===== config.mk =====
export PLATFORM = sky130hd
export DESIGN_NAME = pstream_dma
export DESIGN_NICKNAME = d
export VERILOG_FILES = /design/src/rtl/pstream_dma_pkg.sv /design/src/rtl/pdma_core.sv /design/src/rtl/pdma_route.sv /design/src/rtl/pdma_rdmux.sv /design/src/rtl/pstream_dma.sv
export SDC_FILE = /design/constraint.sdc
export NUM_CORES = 1
export LEC_CHECK = 0
export BUFFER_PORTS_ARGS = -buffer_cell sky130_fd_sc_hd__buf_2
export CORE_ASPECT_RATIO = 1.5
export CORE_MARGIN = 8
export CORE_UTILIZATION = 54
export CTS_CLUSTER_SIZE = 25
export DETAILED_ROUTE_END_ITERATION = 10
export PLACE_DENSITY_LB_ADDON = 0.15
export SYNTH_ARGS = -nofsm -noshare
export SYNTH_HDL_FRONTEND = slang
export SYNTH_HIERARCHICAL = 1
export SYNTH_SLANG_ARGS = --single-unit

===== constraint.sdc =====
create_clock -name clk -period 5.9 [get_ports clk]
set_input_delay 1.18 -clock clk [delete_from_list [all_inputs] [get_ports clk]]
set_output_delay 1.18 -clock clk [all_outputs]
set_load 0.02 [all_outputs]

===== src/rtl/pstream_dma_pkg.sv =====
package pstream_dma_pkg;
    localparam int REG_W = 32;
    localparam int OFS_W = 8;
    localparam logic [OFS_W-1:0] OFS_CMD  = 8'h00;
    localparam logic [OFS_W-1:0] OFS_CTRL = 8'h04;
    localparam logic [OFS_W-1:0] OFS_CNT  = 8'h10;
    localparam logic [OFS_W-1:0] OFS_ADDR = 8'h14;

    typedef enum logic [1:0] {
        ST_IDLE = 2'd0,
        ST_MEM  = 2'd1,
        ST_PER  = 2'd2
    } seq_state_t;
endpackage


===== src/rtl/pdma_core.sv =====
module pdma_core
    import pstream_dma_pkg::*;
#(
    parameter int CNT_W  = 20,
    parameter int ADDR_W = 32,
    parameter int SEL_W  = 3,
    parameter int DATA_W = 8
) (
    input  logic              clk,
    input  logic              rst_n,
    input  logic              glob_en,
    input  logic              reg_we,
    input  logic [OFS_W-1:0]  reg_addr,
    input  logic [REG_W-1:0]  reg_wdata,
    input  logic              mem_gnt,
    input  logic [DATA_W-1:0] mem_rdata,
    input  logic              per_ack,
    input  logic [DATA_W-1:0] per_rdata,
    output logic              busy,
    output logic              dir,
    output logic [SEL_W-1:0]  sel,
    output logic [CNT_W-1:0]  cnt,
    output logic [ADDR_W-1:0] addr,
    output logic              mem_req,
    output logic              mem_we,
    output logic [DATA_W-1:0] mem_wdata,
    output logic              per_req,
    output logic [DATA_W-1:0] per_wdata,
    output logic              irq
);
    typedef struct packed {
        seq_state_t        state;
        logic              dir;
        logic [SEL_W-1:0]  sel;
        logic [CNT_W-1:0]  cnt;
        logic [ADDR_W-1:0] addr;
        logic [DATA_W-1:0] hold;
        logic              irq;
    } core_t;

    core_t d, q;
    logic  cmd_wr, step;
    logic  unused_wdata;

    assign unused_wdata = ^reg_wdata;

    always_comb begin
        d      = q;
        d.irq  = 1'b0;
        step   = 1'b0;
        cmd_wr = reg_we && (reg_addr == OFS_CMD);
        if (q.state == ST_IDLE) begin
            if (reg_we && reg_addr == OFS_CTRL) begin
                d.dir = reg_wdata[0];
                d.sel = reg_wdata[SEL_W:1];
            end
            if (reg_we && reg_addr == OFS_CNT)  d.cnt  = reg_wdata[CNT_W-1:0];
            if (reg_we && reg_addr == OFS_ADDR) d.addr = reg_wdata[ADDR_W-1:0];
            if (cmd_wr && reg_wdata[0] && !reg_wdata[1] && glob_en)
                d.state = q.dir ? ST_MEM : ST_PER;
        end else if (cmd_wr && reg_wdata[1]) begin
            d.state = ST_IDLE;
        end else begin
            case (q.state)
                ST_MEM: if (mem_gnt) begin
                    if (q.dir) begin
                        d.hold  = mem_rdata;
                        d.state = ST_PER;
                    end else begin
                        step = 1'b1;
                    end
                end
                ST_PER: if (per_ack) begin
                    if (q.dir) begin
                        step = 1'b1;
                    end else begin
                        d.hold  = per_rdata;
                        d.state = ST_MEM;
                    end
                end
                default: d.state = ST_IDLE;
            endcase
        end
        if (step) begin
            d.cnt  = q.cnt - CNT_W'(1);
            d.addr = q.addr + ADDR_W'(1);
            if (q.cnt == '0) begin
                d.state = ST_IDLE;
                d.irq   = 1'b1;
            end else begin
                d.state = q.dir ? ST_MEM : ST_PER;
            end
        end
    end

    always_ff @(posedge clk or negedge rst_n) begin
        if (!rst_n) q <= '0;
        else        q <= d;
    end

    assign busy      = (q.state != ST_IDLE);
    assign dir       = q.dir;
    assign sel       = q.sel;
    assign cnt       = q.cnt;
    assign addr      = q.addr;
    assign mem_req   = (q.state == ST_MEM);
    assign mem_we    = !q.dir;
    assign mem_wdata = q.hold;
    assign per_req   = (q.state == ST_PER);
    assign per_wdata = q.hold;
    assign irq       = q.irq;
endmodule


===== src/rtl/pdma_route.sv =====
module pdma_route #(
    parameter int SEL_W  = 3,
    parameter int DATA_W = 8,
    localparam int NP    = 1 << SEL_W
) (
    input  logic [SEL_W-1:0]     sel,
    input  logic                 dir,
    input  logic                 per_req,
    input  logic [DATA_W-1:0]    per_wdata,
    input  logic [NP-1:0]        tx_ready,
    input  logic [NP-1:0]        rx_valid,
    input  logic [NP*DATA_W-1:0] rx_data,
    output logic [NP-1:0]        tx_valid,
    output logic [DATA_W-1:0]    tx_data,
    output logic [NP-1:0]        rx_ready,
    output logic                 per_ack,
    output logic [DATA_W-1:0]    per_rdata
);
    for (genvar i = 0; i < NP; i++) begin : g_port
        assign tx_valid[i] = per_req &&  dir && (sel == SEL_W'(i));
        assign rx_ready[i] = per_req && !dir && (sel == SEL_W'(i));
    end

    assign tx_data = per_wdata;
    assign per_ack = dir ? tx_ready[sel] : rx_valid[sel];

    always_comb begin
        per_rdata = '0;
        for (int i = 0; i < NP; i++)
            if (sel == SEL_W'(i)) per_rdata = rx_data[i*DATA_W +: DATA_W];
    end
endmodule


===== src/rtl/pdma_rdmux.sv =====
module pdma_rdmux
    import pstream_dma_pkg::*;
#(
    parameter int CNT_W  = 20,
    parameter int ADDR_W = 32,
    parameter int SEL_W  = 3
) (
    input  logic [OFS_W-1:0]  reg_addr,
    input  logic              busy,
    input  logic              dir,
    input  logic [SEL_W-1:0]  sel,
    input  logic [CNT_W-1:0]  cnt,
    input  logic [ADDR_W-1:0] addr,
    output logic [REG_W-1:0]  rdata
);
    always_comb begin
        case (reg_addr)
            OFS_CMD:  rdata = REG_W'(busy);
            OFS_CTRL: rdata = REG_W'({sel, dir});
            OFS_CNT:  rdata = REG_W'(cnt);
            OFS_ADDR: rdata = REG_W'(addr);
            default:  rdata = '0;
        endcase
    end
endmodule


===== src/rtl/pstream_dma.sv =====
module pstream_dma
    import pstream_dma_pkg::*;
#(
    parameter int CNT_W  = 20,
    parameter int ADDR_W = 32,
    parameter int SEL_W  = 3,
    parameter int DATA_W = 8,
    localparam int NP    = 1 << SEL_W
) (
    input  logic                 clk,
    input  logic                 rst_n,
    input  logic                 glob_en,
    input  logic                 reg_we,
    input  logic [OFS_W-1:0]     reg_addr,
    input  logic [REG_W-1:0]     reg_wdata,
    output logic [REG_W-1:0]     reg_rdata,
    output logic                 mem_req,
    output logic                 mem_we,
    output logic [ADDR_W-1:0]    mem_addr,
    output logic [DATA_W-1:0]    mem_wdata,
    input  logic                 mem_gnt,
    input  logic [DATA_W-1:0]    mem_rdata,
    output logic [NP-1:0]        per_tx_valid,
    output logic [DATA_W-1:0]    per_tx_data,
    input  logic [NP-1:0]        per_tx_ready,
    input  logic [NP-1:0]        per_rx_valid,
    input  logic [NP*DATA_W-1:0] per_rx_data,
    output logic [NP-1:0]        per_rx_ready,
    output logic                 irq
);
    logic              busy_w, dir_w, per_req_w, per_ack_w;
    logic [SEL_W-1:0]  sel_w;
    logic [CNT_W-1:0]  cnt_w;
    logic [DATA_W-1:0] per_wdata_w, per_rdata_w;

    pdma_core #(.CNT_W(CNT_W), .ADDR_W(ADDR_W), .SEL_W(SEL_W), .DATA_W(DATA_W)) u_core (
        .clk(clk), .rst_n(rst_n), .glob_en(glob_en),
        .reg_we(reg_we), .reg_addr(reg_addr), .reg_wdata(reg_wdata),
        .mem_gnt(mem_gnt), .mem_rdata(mem_rdata),
        .per_ack(per_ack_w), .per_rdata(per_rdata_w),
        .busy(busy_w), .dir(dir_w), .sel(sel_w), .cnt(cnt_w), .addr(mem_addr),
        .mem_req(mem_req), .mem_we(mem_we), .mem_wdata(mem_wdata),
        .per_req(per_req_w), .per_wdata(per_wdata_w), .irq(irq)
    );

    pdma_route #(.SEL_W(SEL_W), .DATA_W(DATA_W)) u_route (
        .sel(sel_w), .dir(dir_w), .per_req(per_req_w), .per_wdata(per_wdata_w),
        .tx_ready(per_tx_ready), .rx_valid(per_rx_valid), .rx_data(per_rx_data),
        .tx_valid(per_tx_valid), .tx_data(per_tx_data), .rx_ready(per_rx_ready),
        .per_ack(per_ack_w), .per_rdata(per_rdata_w)
    );

    pdma_rdmux #(.CNT_W(CNT_W), .ADDR_W(ADDR_W), .SEL_W(SEL_W)) u_rdmux (
        .reg_addr(reg_addr), .busy(busy_w), .dir(dir_w), .sel(sel_w),
        .cnt(cnt_w), .addr(mem_addr), .rdata(reg_rdata)
    );
endmodule


# Yosys cells after proc, flatten, opt, wreduce, memory -nomap -nowiden
# Index checks and enable logic that the tools add are counted.
# Widths: inputs -> output; s select.
# word_totals
ff_bits	67
elab_cells	118
in_bits	133
# classes
n_bitwise	2
n_lt_le_gt_ge	1
muxes	43
add_sub_neg	2
eq_ne	21
reduce_logical	42
# ops
op	n
$pmux 32 s4	1
$mux 52	2
$mux 8	12
$add 32x1->32 const B	1
$mux 32	1
$logic_and 1x1->1	26
$logic_not 20->1	1
$mux 2	10
$mux 20	1
$sub 20x1->20 const B	1
$eq 8x5->1 const B	2
$pmux 8 s2	1
$eq 3x3->1 const B	4
$mux 1	11
$ne 5x1->1 const B	2
$ne 5x5->1 const B	2
$reduce_bool 2->1	5
$eq 8x3->1 const B	1
$logic_not 8->1	1
$reduce_and 7->1	1
$bmux 1 s3	2
$eq 3x2->1 const B	2
$reduce_and 2->1	3
$reduce_and 5->1	1
other kinds (13)	17

# Depth between registers and ports, before layout
# Gate-level depths: netlist of the first run.
# depth
word_depth	12
depth_mapped	14
mapped_depth_nobuf	9

# Modules after synthesis
# Netlist of the first run, hierarchy kept.
# modules_own_cells
module	area_each_um2	seq_area_each_um2	cells_each	n_inst
pdma_core	4314.1	1676.6	494	1
pdma_route	873.3	0.0	73	1
pdma_rdmux	473.0	0.0	65	1

# Least setup slack after synthesis of the first run
# Ideal clock, no wire load.
# synth_timing
path_kind	in2out
start	in reg_addr[1]
end	out reg_rdata[10]
arrival_time_ps	2149
cell_stages	4
t_required_ps	4720
setup_slack_ps	2571
cell_sequence	nor4_4 > nand3_2 > buf_2 > nor2_1
# synth_between
elab_chain_len	2
word_cells_on_any_way	5
cone_classes	3 x eq/ne; 1 x mux; 1 x reduce/logical
# synth_lines
item	line	rtl
start, declared	pstream_dma.sv:14	input logic [OFS_W-1:0] reg_addr,
$eq 8x5->1, or another cell as far along	pdma_rdmux.sv:17	case (reg_addr)
$pmux 32 s4 *	pdma_rdmux.sv:17	
end, declared	pstream_dma.sv:16	output logic [REG_W-1:0] reg_rdata,
# Every way passes the cells marked *; elsewhere a longest branch is shown, timed or not.

# Worst setup path after layout of the first run
# layout_timing
start	in reg_addr[2]
end	out reg_rdata[0]
# The elaborated chain is that of the path after synthesis.

==> impl_metrics.csv, run 1 <==
group,metric,value,unit
power,switching_share,0.409,
layout,syn_to_final_growth,16.6,%
layout,nets,916,
critical_path,arrival,2.72,ns
clock_tree,cts_resized,0,
power,design_power_total,2180,uW
timing,hold_violations,0,
logic_synthesis,syn_inst,632,
logic_synthesis,synth_nets,774,
power,pwr_density_cell,330,nW/um^2
logic_synthesis,synth.avg_cell_area,8.96,sq um
drt,via_count,5657,
clock_tree,postCtsHoldBufs,0,
run,maxCapViolCount,0,
drt,wl_per_cell,20.6,microns
drt,drcViolationCount,0,
clock_tree,htreeDepth,3,
clock_tree,cts_setup_buffers,0,
logic_synthesis,synth_seq_area_share,0.296,
logic_synthesis,synth_edf_count,0,
place,dp.cells,907,
logic_synthesis,yosys.area_share.adder,0.0199,
die,boundaryPins,232,
timing,final.min_clock_period,3.90,ns
power,seqPwrFrac,0.351,
drt,first_pass_iters,7,
critical_path,start_kind,"primary input",
clock_tree,cts_tree,"built",
global_routing,grt_pass1_vias,5714,
logic_synthesis,synth-seq-cells,67,
layout,final_common_cell,"buf_2",
timing,fin_skew,0.00587,ns
clock_tree,clock-sinks,67,
layout,layout_common_cells,"buf_2 (231), nand2_1 (67), dfrtp_1 (67)",
drt,ant_nets,0,
layout,fin_cells,923,
clock_tree,root_buffer,"clkbuf_16",
timing,finalSetupViolCount,0,
logic_synthesis,synth_top_family_by_area,"simple AND/OR/NAND/NOR gates",
layout,diodes,0,
power,internal_power,1290,uW
power,leakagePower,0.00309,uW
logic_synthesis,synth_warnings,6,
place,gp_congestion,0.919,
place,io_buffers,231,
clock_tree,clock_latency,0.33,ns
timing,finalSetupTns,0,ns
logic_synthesis,netlist_top_cells_area,"dfrtp_1 (30%), buf_4 (11%), mux4_1 (8.8%), nand2_1 (4.4%), mux2i_1 (4.4%)",
place,dp_hpwl,14900,microns
logic_synthesis,yosys.area_share.xor_xnor,0.00309,
logic_synthesis,syn-cell-area,5660,sq um
outcome,status,"finished, final reports clean",
drt,drtIter0Drc,472,
timing,relSlewSlack,0.408,
logic_synthesis,synth_top_area_frac,0.296,
logic_synthesis,synth_compound_area_frac,0.147,
die,rows,46,
logic_synthesis,ys_async_sr_fraction,1.00,
global_routing,grt_pass1_wl,29700,microns
drt,vias_per_cell,6.13,
die,fp.dieW,99.6,microns
critical_path,crit_type,"primary input to output port",
timing,fin_crit_sh,0.661,
drt,wl,19000,microns
timing,fmax,256,MHz
logic_synthesis,synth_top_area_cell,"dfrtp_1",
global_routing,overflow,0,
clock_tree,cts_buffers,9,
layout,fin_util,0.634,
clock_tree,clk_pin_slew,0.05,ns
layout,layout-drive-gt1-share,0.367,
clock_tree,clockBufferDepth,2,
critical_path,cp_max_fo,26,
logic_synthesis,synth_cell_types,56,
timing,rsz0062_at_grt,"false",
timing,worst_slew_pin_slew,0.888,ns
critical_path,cp.required,4.72,ns
die,start_util,0.543,
min_path,min_path_type,"register to register",
logic_synthesis,yosys.area_share.simple,0.220,
power,vdd_drop_max,0.215,mV
global_routing,antenna_found_initial,0,
critical_path,end_kind,"output port",
global_routing,grt_max_degree,68,
power,p_clk_frac,0.243,
die,die_y,141,microns
timing,maxSlewViolCount,0,
logic_synthesis,synth-main-ff-cell,"dfrtp_1",
global_routing,grtUsageTotal,0.264,
power,p_switching,892,uW
logic_synthesis,synth_mux_area_frac,0.170,
die,dieArea,14100,sq um
die,coreArea,10400,sq um
power,p_comb_frac,0.407,
==> worst paths after layout <==
| path | from | end | slack (ns) | cells past startpoint |
|---|---|---|---|---|
| hold reg to reg | u_core/mem_wdata[7]$_DFFE_PN0P_ | u_core/mem_wdata[7]$_DFFE_PN0P_ | 0.50 | 2 |
| min in group asynchronous | rst_n | u_core/addr[8]$_DFFE_PN0P_ | 1.04 | 2 |
| setup / recovery | reg_addr[2] | reg_rdata[0] | 2.00 | 4 |
| setup reg to reg | u_core/q[65]$_DFFE_PN0P_ | u_core/cnt[9]$_DFFE_PN0P_ | 2.68 | 8 |
| max in group asynchronous | rst_n | u_core/addr[4]$_DFFE_PN0P_ | 4.26 | 2 |
| hold / removal | u_core/mem_wdata[7]$_DFFE_PN0P_ | u_core/mem_wdata[7]$_DFFE_PN0P_ | 0.50 | 2 |
==> registers in the layout, indices dropped and copies added (netlist names) <==
register	cells
u_core/addr	32
u_core/cnt	20
u_core/dir	1
u_core/irq	1
u_core/mem_wdata	8
u_core/q	2
u_core/sel	3
==> power groups by stage <==
stage | combinational (uW) | clock [uW] | sequential [uW]
final | 887 | 530 | 764
after global routing | 974 | 561 | 786
after CTS | 888 | 541 | 763
after detailed placement | 881 | 0 | 770
after global placement | 868 | 0 | 760
after floorplan | 859 | 0 | 707
==> cells in the mapped netlist, types with 15 or more instances <==
cell type  count
mux2_2        17
dfrtp_1       67
nand3_1       34
buf_4         82
o21ai_0       23
and2_1        17
mux4_1        19
inv_1         15
nor2_1        66
clkbuf_1      15
mux2i_1       25
nand2_1       67
o211ai_1      25
a21oi_1       17
nor3_1        17
==> per-stage QoR <==
stage	worst slack, ns	cell area, sq um	hold slack [ns]
2_1_floorplan	2.57	5660	0.473
3_3_place_gp	1.92	6300	0.487
3_5_place_dp	1.85	6300	0.493
4_1_cts	2.01	6600	0.506
5_1_grt	1.96	6600	0.538
6_report	2.00	6600	0.502
==> cell type report <==
type | instances | area (sq um)
flip-flops and latches | 67 | 1680
fillers | 894 | 3820
well taps | 144 | 180
clock inverters | 5 | 52.6
repair buffers | 239 | 1220
inverters | 15 | 56.3
multi-input cells | 442 | 3180
clock buffers | 11 | 243
==> layer usage <==
metal,vias to the layer above,wire (microns),GRT usage
met2,321,9970,0.483
li1,2563,-,-
met3,35,1700,0.0692
met4,0,443,0.0977
met1,2738,6930,0.280
met5,-,0,0
==> worst max-delay path, stage by stage <==
cell,delay [ns]
buf_2,0.55
mux4_2,0.59
and3_1,0.21
buf_2,0.17
==> cells by family after synthesis <==
family / after synthesis
and+or+nand+nor: 251
buffers and inverters: 123
AOI/OAI and AO/OA: 118
DFF: 67
muxes: 62
adders and majority gates: 9
xor gates and xnor gates: 2
Power figures use the tool's default switching activity.
==> inputs of run 2 (changes only) <==
CORE_UTILIZATION = 50   (was 54)
clock period = 3.9 ns   (was 5.9 ns; I/O delays follow)
==> impl_metrics.csv, run 2 (same netlist as run 1, synthesis figures left out) <==
group,metric,value,unit
critical_path,worstPathCellList,"mux4_1, mux2i_1, o22ai_1, nand4_1, nand2_1, and2_1, nand3_1, or3_2, a31oi_1",
timing,worst_slew_pin_slew,0.630,ns
critical_path,reg2reg_slack,0.79,ns
clock_tree,clock_latency,0.33,ns
clock_tree,cts_buffers,9,
die,dieArea,15100,sq um
timing,setup_ws,0.789,ns
clock_tree,clk_pin_slew,0.06,ns
clock_tree,postCtsHoldBufs,0,
drt,drtIter0Drc,298,
drt,wl,20000,microns
clock_tree,clockBufferDepth,2,
drt,first_pass_iters,4,
drt,drcViolationCount,0,
critical_path,crit_type,"register to register",
power,p_comb_frac,0.410,
critical_path,r2r_cells,9,
critical_path,cpMaxStageDelayCell,"dfrtp_1",
place,gp_congestion,0.906,
layout,nets,925,
power,pwr_density_cell,494,nW/um^2
layout,largest_reg_flops,32,
power,seqPwrFrac,0.351,
clock_tree,htreeDepth,3,
critical_path,worst-path-buf-inv,0,
die,rows,47,
drt,via_count,5642,
critical_path,worstSetupStartpoint,"u_core/sel[0]$_DFFE_PN0P_",
critical_path,r2r-start,"u_core/sel[0]$_DFFE_PN0P_",
outcome,status,"finished, final reports clean",
critical_path,end_kind,"register",
timing,finalSetupViolCount,0,
layout,layout_common_cells,"buf_2 (231), nand2_1 (67), dfrtp_1 (67)",
global_routing,grt_max_degree,29,
die,start_util,0.512,
die,fp.dieW,103,microns
place,io_buffers,231,
global_routing,busiest_layer,"met2",
timing,fmax,321,MHz
place,dp_slack,0.682,ns
power,internal_power,1940,uW
power,switching_share,0.412,
critical_path,start_kind,"register",
timing,hold_violations,0,
global_routing,use_met1,0.254,
global_routing,grt_pass1_vias,5781,
min_path,min_path_type,"primary input to async pin",
clock_tree,root_buffer,"clkbuf_16",
run,maxCapViolCount,0,
critical_path,critPathTopFamily,"simple AND/OR/NAND/NOR gates",
layout,syn_to_final_growth,17.8,%
layout,fin_cells,934,
global_routing,use_met2,0.476,
critical_path,cp_max_fo,12,
die,die_y,146,microns
timing,relSlewSlack,0.580,
die,boundaryPins,232,
timing,fin_crit_sh,0.798,
timing,maxSlewViolCount,0,
critical_path,cp.required,4.15,ns
global_routing,grtUsageTotal,0.256,
power,p_switching,1360,uW
die,coreArea,11100,sq um
critical_path,arrival,3.36,ns
clock_tree,clock-sinks,67,
layout,fillers,1012,
clock_tree,cts_setup_buffers,0,
timing,rsz0062_at_grt,"false",
global_routing,antenna_found_initial,1,
drt,ant_nets,0,
global_routing,met3_usage,0.0685,
critical_path,r2r_end,"u_core/cnt[6]$_DFFE_PN0P_",
power,design_power_total,3290,uW
place,dp.cells,919,
timing,fin_hold_ws,0.462,ns
timing,fin_skew,0.00839,ns
drt,wl_per_cell,21.4,microns
critical_path,max_stage_delay,0.53,ns
timing,finalSetupTns,0,ns
drt,vias_per_cell,6.04,
power,leakagePower,0.00313,uW
layout,layout-drive-gt1-share,0.374,
power,vdd_drop_max,0.262,mV
timing,final.min_clock_period,3.11,ns
place,dp_hpwl,16100,microns
global_routing,grt_pass1_wl,30000,microns
clock_tree,cts_resized,0,
global_routing,overflow,0,
power,p_clk_frac,0.239,
layout,final_common_cell,"buf_2",
clock_tree,cts_tree,"built",
run 2: cell count changes in the layout (fill, tap and decap cells not counted), sizes merged:
cell and delta:
buf +9, bufinv -1, clkbuf +2, clkinv -3, diode +1
run 2: worst max-delay path by stage:
stage | endpoint | slack (ns) | depth (start not counted)
floorplan | u_core/addr[29]$_DFFE_PN0P_ | 1.21 | 11
global placement | u_core/cnt[6]$_DFFE_PN0P_ | 0.77 | 10
detailed placement | u_core/cnt[6]$_DFFE_PN0P_ | 0.68 | 10
CTS | u_core/cnt[6]$_DFFE_PN0P_ | 0.84 | 9
global route | u_core/cnt[6]$_DFFE_PN0P_ | 0.55 | 9
finish | u_core/cnt[6]$_DFFE_PN0P_ | 0.79 | 9
run 2: layer usage:
layer	wire length, microns	vias to the layer above
li1	-	2578
met1	6890	2701
met2	10400	309
met3	1940	52
met4	708	2
met5	10	-
run 2: cell type report:
cell class              count  area (sq um)  area share
well taps                 147           184      0.0276
diodes                      1          2.50    0.000375
clock buffers              13           280      0.0420
clock inverters             1          7.51     0.00113
multi-input cells         442          3180       0.476
inverters                  15          56.3     0.00845
repair buffers            248          1280       0.193
flip-flops and latches     67          1680       0.252
run 2: power groups by stage:
stage | sequential, uW | combinational [uW] | clock (uW)
after floorplan | 1070 | 1300 | 0
after global placement | 1150 | 1320 | 0
after detailed placement | 1160 | 1350 | 0
after CTS | 1150 | 1350 | 802
after global routing | 1190 | 1490 | 824
final | 1160 | 1350 | 788
run 2: through the flow:
stage	util	cell area, sq um
finish	0.603	6670
global route	0.603	6660
floorplan	-	5660
global placement	0.577	6380
CTS	0.603	6660
detailed placement	0.577	6380
==> inputs of run 3 (changes only) <==
ABC_AREA = 1   (was unset)
CORE_UTILIZATION = 47   (was 50)
clock period = 2.7 ns   (was 3.9 ns; I/O delays follow)
==> impl_metrics.csv, run 3 <==
group,metric,value,unit
timing,fin_skew,0.00857,ns
logic_synthesis,synth-main-ff-cell,"dfrtp_1",
logic_synthesis,yosys.area_share.simple,0.479,
power,vdd_drop_max,0.426,mV
power,pwr_density_cell,743,nW/um^2
die,boundaryPins,232,
timing,rsz0062_at_grt,"false",
logic_synthesis,ys_async_sr_fraction,1.00,
power,p_switching,2740,uW
drt,drcViolationCount,0,
timing,hold_violations,0,
drt,wl_met3,1980,microns
logic_synthesis,synth_most_common_cell,"nand2_1",
power,p_comb_frac,0.457,
layout,nets,1412,
critical_path,start_kind,"register",
logic_synthesis,syn_inst,1119,
die,die_y,162,microns
layout,final_common_cell,"nand2_1",
drt,met1_length,8630,microns
global_routing,grt_pass1_vias,7356,
logic_synthesis,synth_mux_area_frac,0.00504,
clock_tree,clockBufferDepth,2,
clock_tree,cts_setup_buffers,0,
layout,layout-drive-gt1-share,0.243,
place,dp_hpwl,20200,microns
timing,fin_hold_ws,0.203,ns
drt,ant_nets,0,
logic_synthesis,yosys.area_share.xor_xnor,0.0300,
clock_tree,cts_buffers,9,
clock_tree,clk_pin_slew,0.06,ns
logic_synthesis,synth_nets,1261,
critical_path,reg2reg_slack,0.21,ns
timing,fin_crit_sh,0.947,
place,gp_congestion,1.02,
layout,layout_common_cells,"nand2_1 (422), buf_2 (231), nor2_1 (139)",
power,leakagePower,0.00431,uW
logic_synthesis,synth_top_family_by_area,"simple AND/OR/NAND/NOR gates",
timing,finalSetupViolCount,0,
logic_synthesis,synth_seq_area_share,0.250,
global_routing,grt_pass1_wl,37800,microns
power,seqPwrFrac,0.341,
drt,wl_per_cell,17.0,microns
logic_synthesis,synth.avg_cell_area,5.99,sq um
logic_synthesis,yosys.area_share.adder,0.0168,
clock_tree,htreeDepth,3,
power,switching_share,0.475,
layout,fillers,1521,
logic_synthesis,synth-seq-cells,67,
timing,finalSetupTns,0,ns
drt,highest_layer,"met4",
layout,largest_reg_flops,32,
global_routing,grt_max_degree,39,
min_path,min_path_type,"primary input to async pin",
timing,fmax,391,MHz
die,coreArea,14000,sq um
drt,via_count,7493,
critical_path,cp_max_fo,29,
global_routing,overflow,0,
clock_tree,clock_latency,0.34,ns
critical_path,cp.required,2.16,ns
logic_synthesis,synth_warnings,6,
timing,relSlewSlack,0.604,
logic_synthesis,synth_commonest_cells,"nand2_1 (422), nor2_1 (139), inv_1 (107)",
clock_tree,cts_tree,"built",
die,fp.dieW,114,microns
critical_path,end_kind,"output port",
global_routing,antenna_found_initial,0,
logic_synthesis,syn-cell-area,6710,sq um
clock_tree,clock-sinks,67,
power,p_clk_frac,0.203,
run,maxCapViolCount,0,
critical_path,crit_type,"register to output port",
place,io_buffers,231,
timing,worst_slew_pin_slew,0.594,ns
logic_synthesis,netlist_top_cells_area,"dfrtp_1 (25%), nand2_1 (24%), buf_4 (9.7%), nor2_1 (7.8%), nand3_1 (7.5%)",
drt,vias_per_cell,5.11,
die,rows,53,
drt,wl,24900,microns
logic_synthesis,synth_cell_types,37,
layout,syn_to_final_growth,15.9,%
logic_synthesis,synth_top_area_cell,"dfrtp_1",
die,start_util,0.479,
power,internal_power,3030,uW
clock_tree,root_buffer,"clkbuf_16",
drt,met2_length,13000,microns
critical_path,arrival,2.02,ns
drt,drtIter0Drc,490,
logic_synthesis,synth_edf_count,0,
timing,maxSlewViolCount,0,
drt,first_pass_iters,5,
layout,diodes,0,
global_routing,grtUsageTotal,0.260,
logic_synthesis,synth_compound_area_frac,0.0349,
logic_synthesis,synth_top_area_frac,0.250,
outcome,status,"finished, final reports clean",
die,dieArea,18400,sq um
timing,final.min_clock_period,2.56,ns
==> run 3: cell types whose count changed after synthesis, moves of 13 or more <==
cell      delta
clkbuf_1    -13
inv_1       +92
nand4_1     +30
mux2i_1     -25
mux4_1      -19
o311ai_0    -14
nand2_1    +355
and2_1      -15
mux2_2      -14
nor2_1      +73
o211ai_1    -22
nand3_1     +67
==> run 3: stage by stage <==
step	cell area [sq um]	power (uW)	worst slack, ns	instances	utilization
2_1_floorplan	6710	4240	0.452	1119	-
3_3_place_gp	7470	4560	0.275	1451	0.534
3_5_place_dp	7470	4590	0.239	1451	0.534
4_1_cts	7770	5790	0.135	1467	0.555
5_1_grt	7770	6210	0.00205	1467	0.555
6_report	7770	5780	0.143	1467	0.555
==> run 3: layer usage <==
| layer | GRT usage | vias to the layer above |
|---|---|---|
| met3 | 0.0595 | 83 |
| met4 | 0.156 | 0 |
| li1 | - | 3715 |
| met2 | 0.494 | 346 |
| met5 | 0 | - |
| met1 | 0.247 | 3349 |
==> run 3: cells by family after synthesis <==
family | after synthesis
AND/OR/NAND/NOR | 746
buffers and inverters | 228
AO/OA/AOI/OAI | 43
adder cells (fa/ha/maj) | 9
flip-flops | 67
XOR/XNOR | 23
multiplexers | 3
==> run 3: final cells by class <==
type                    instances  area, sq um  share of cell area
repair buffers                249         1320               0.169
flip-flops and latches         67         1680               0.216
clock inverters                 5         52.6             0.00676
well taps                     192          240              0.0309
multi-input cells             824         3790               0.488
inverters                     119          448              0.0576
clock buffers                  11          243              0.0312
==> run 3: timing repair <==
item / in CTS / in global routing
resized for setup: 0 / 1
hold buffers: 0 / 0
setup endpoints to repair: 0 / 2
==> run 3: path summary, 6_finish.rpt <==
kind,start,end,depth (start not counted)
min reg2reg,u_core/mem_wdata[7]$_DFFE_PN0P_,u_core/mem_wdata[7]$_DFFE_PN0P_,2
max,u_core/sel[2]$_DFFE_PN0P_,per_rx_ready[5],7
min in group clk,reg_wdata[20],u_core/addr[20]$_DFFE_PN0P_,3
max in group asynchronous,rst_n,u_core/mem_wdata[0]$_DFFE_PN0P_,3
max reg2reg,u_core/sel[1]$_DFFE_PN0P_,u_core/cnt[2]$_DFFE_PN0P_,13
min,rst_n,u_core/addr[6]$_DFFE_PN0P_,1
==> run 3: worst max-delay path, cell delays in order, from the launching register on <==
cell     delay, ns
dfrtp_1       0.59
inv_2         0.09
buf_4         0.25
nor2_2        0.12
buf_4         0.17
inv_1         0.07
nor2_1        0.17
buf_2         0.21
==> run 3: power groups by stage <==
| stage | clock (uW) | sequential, uW | combinational [uW] |
|---|---|---|---|
| 6_report | 1170 | 1970 | 2640 |
| 5_1_grt | 1240 | 2030 | 2940 |
| 3_5_place_dp | 0 | 1970 | 2620 |
| 4_1_cts | 1190 | 1960 | 2640 |
| 3_3_place_gp | 0 | 1970 | 2590 |
| 2_1_floorplan | 0 | 1750 | 2480 |
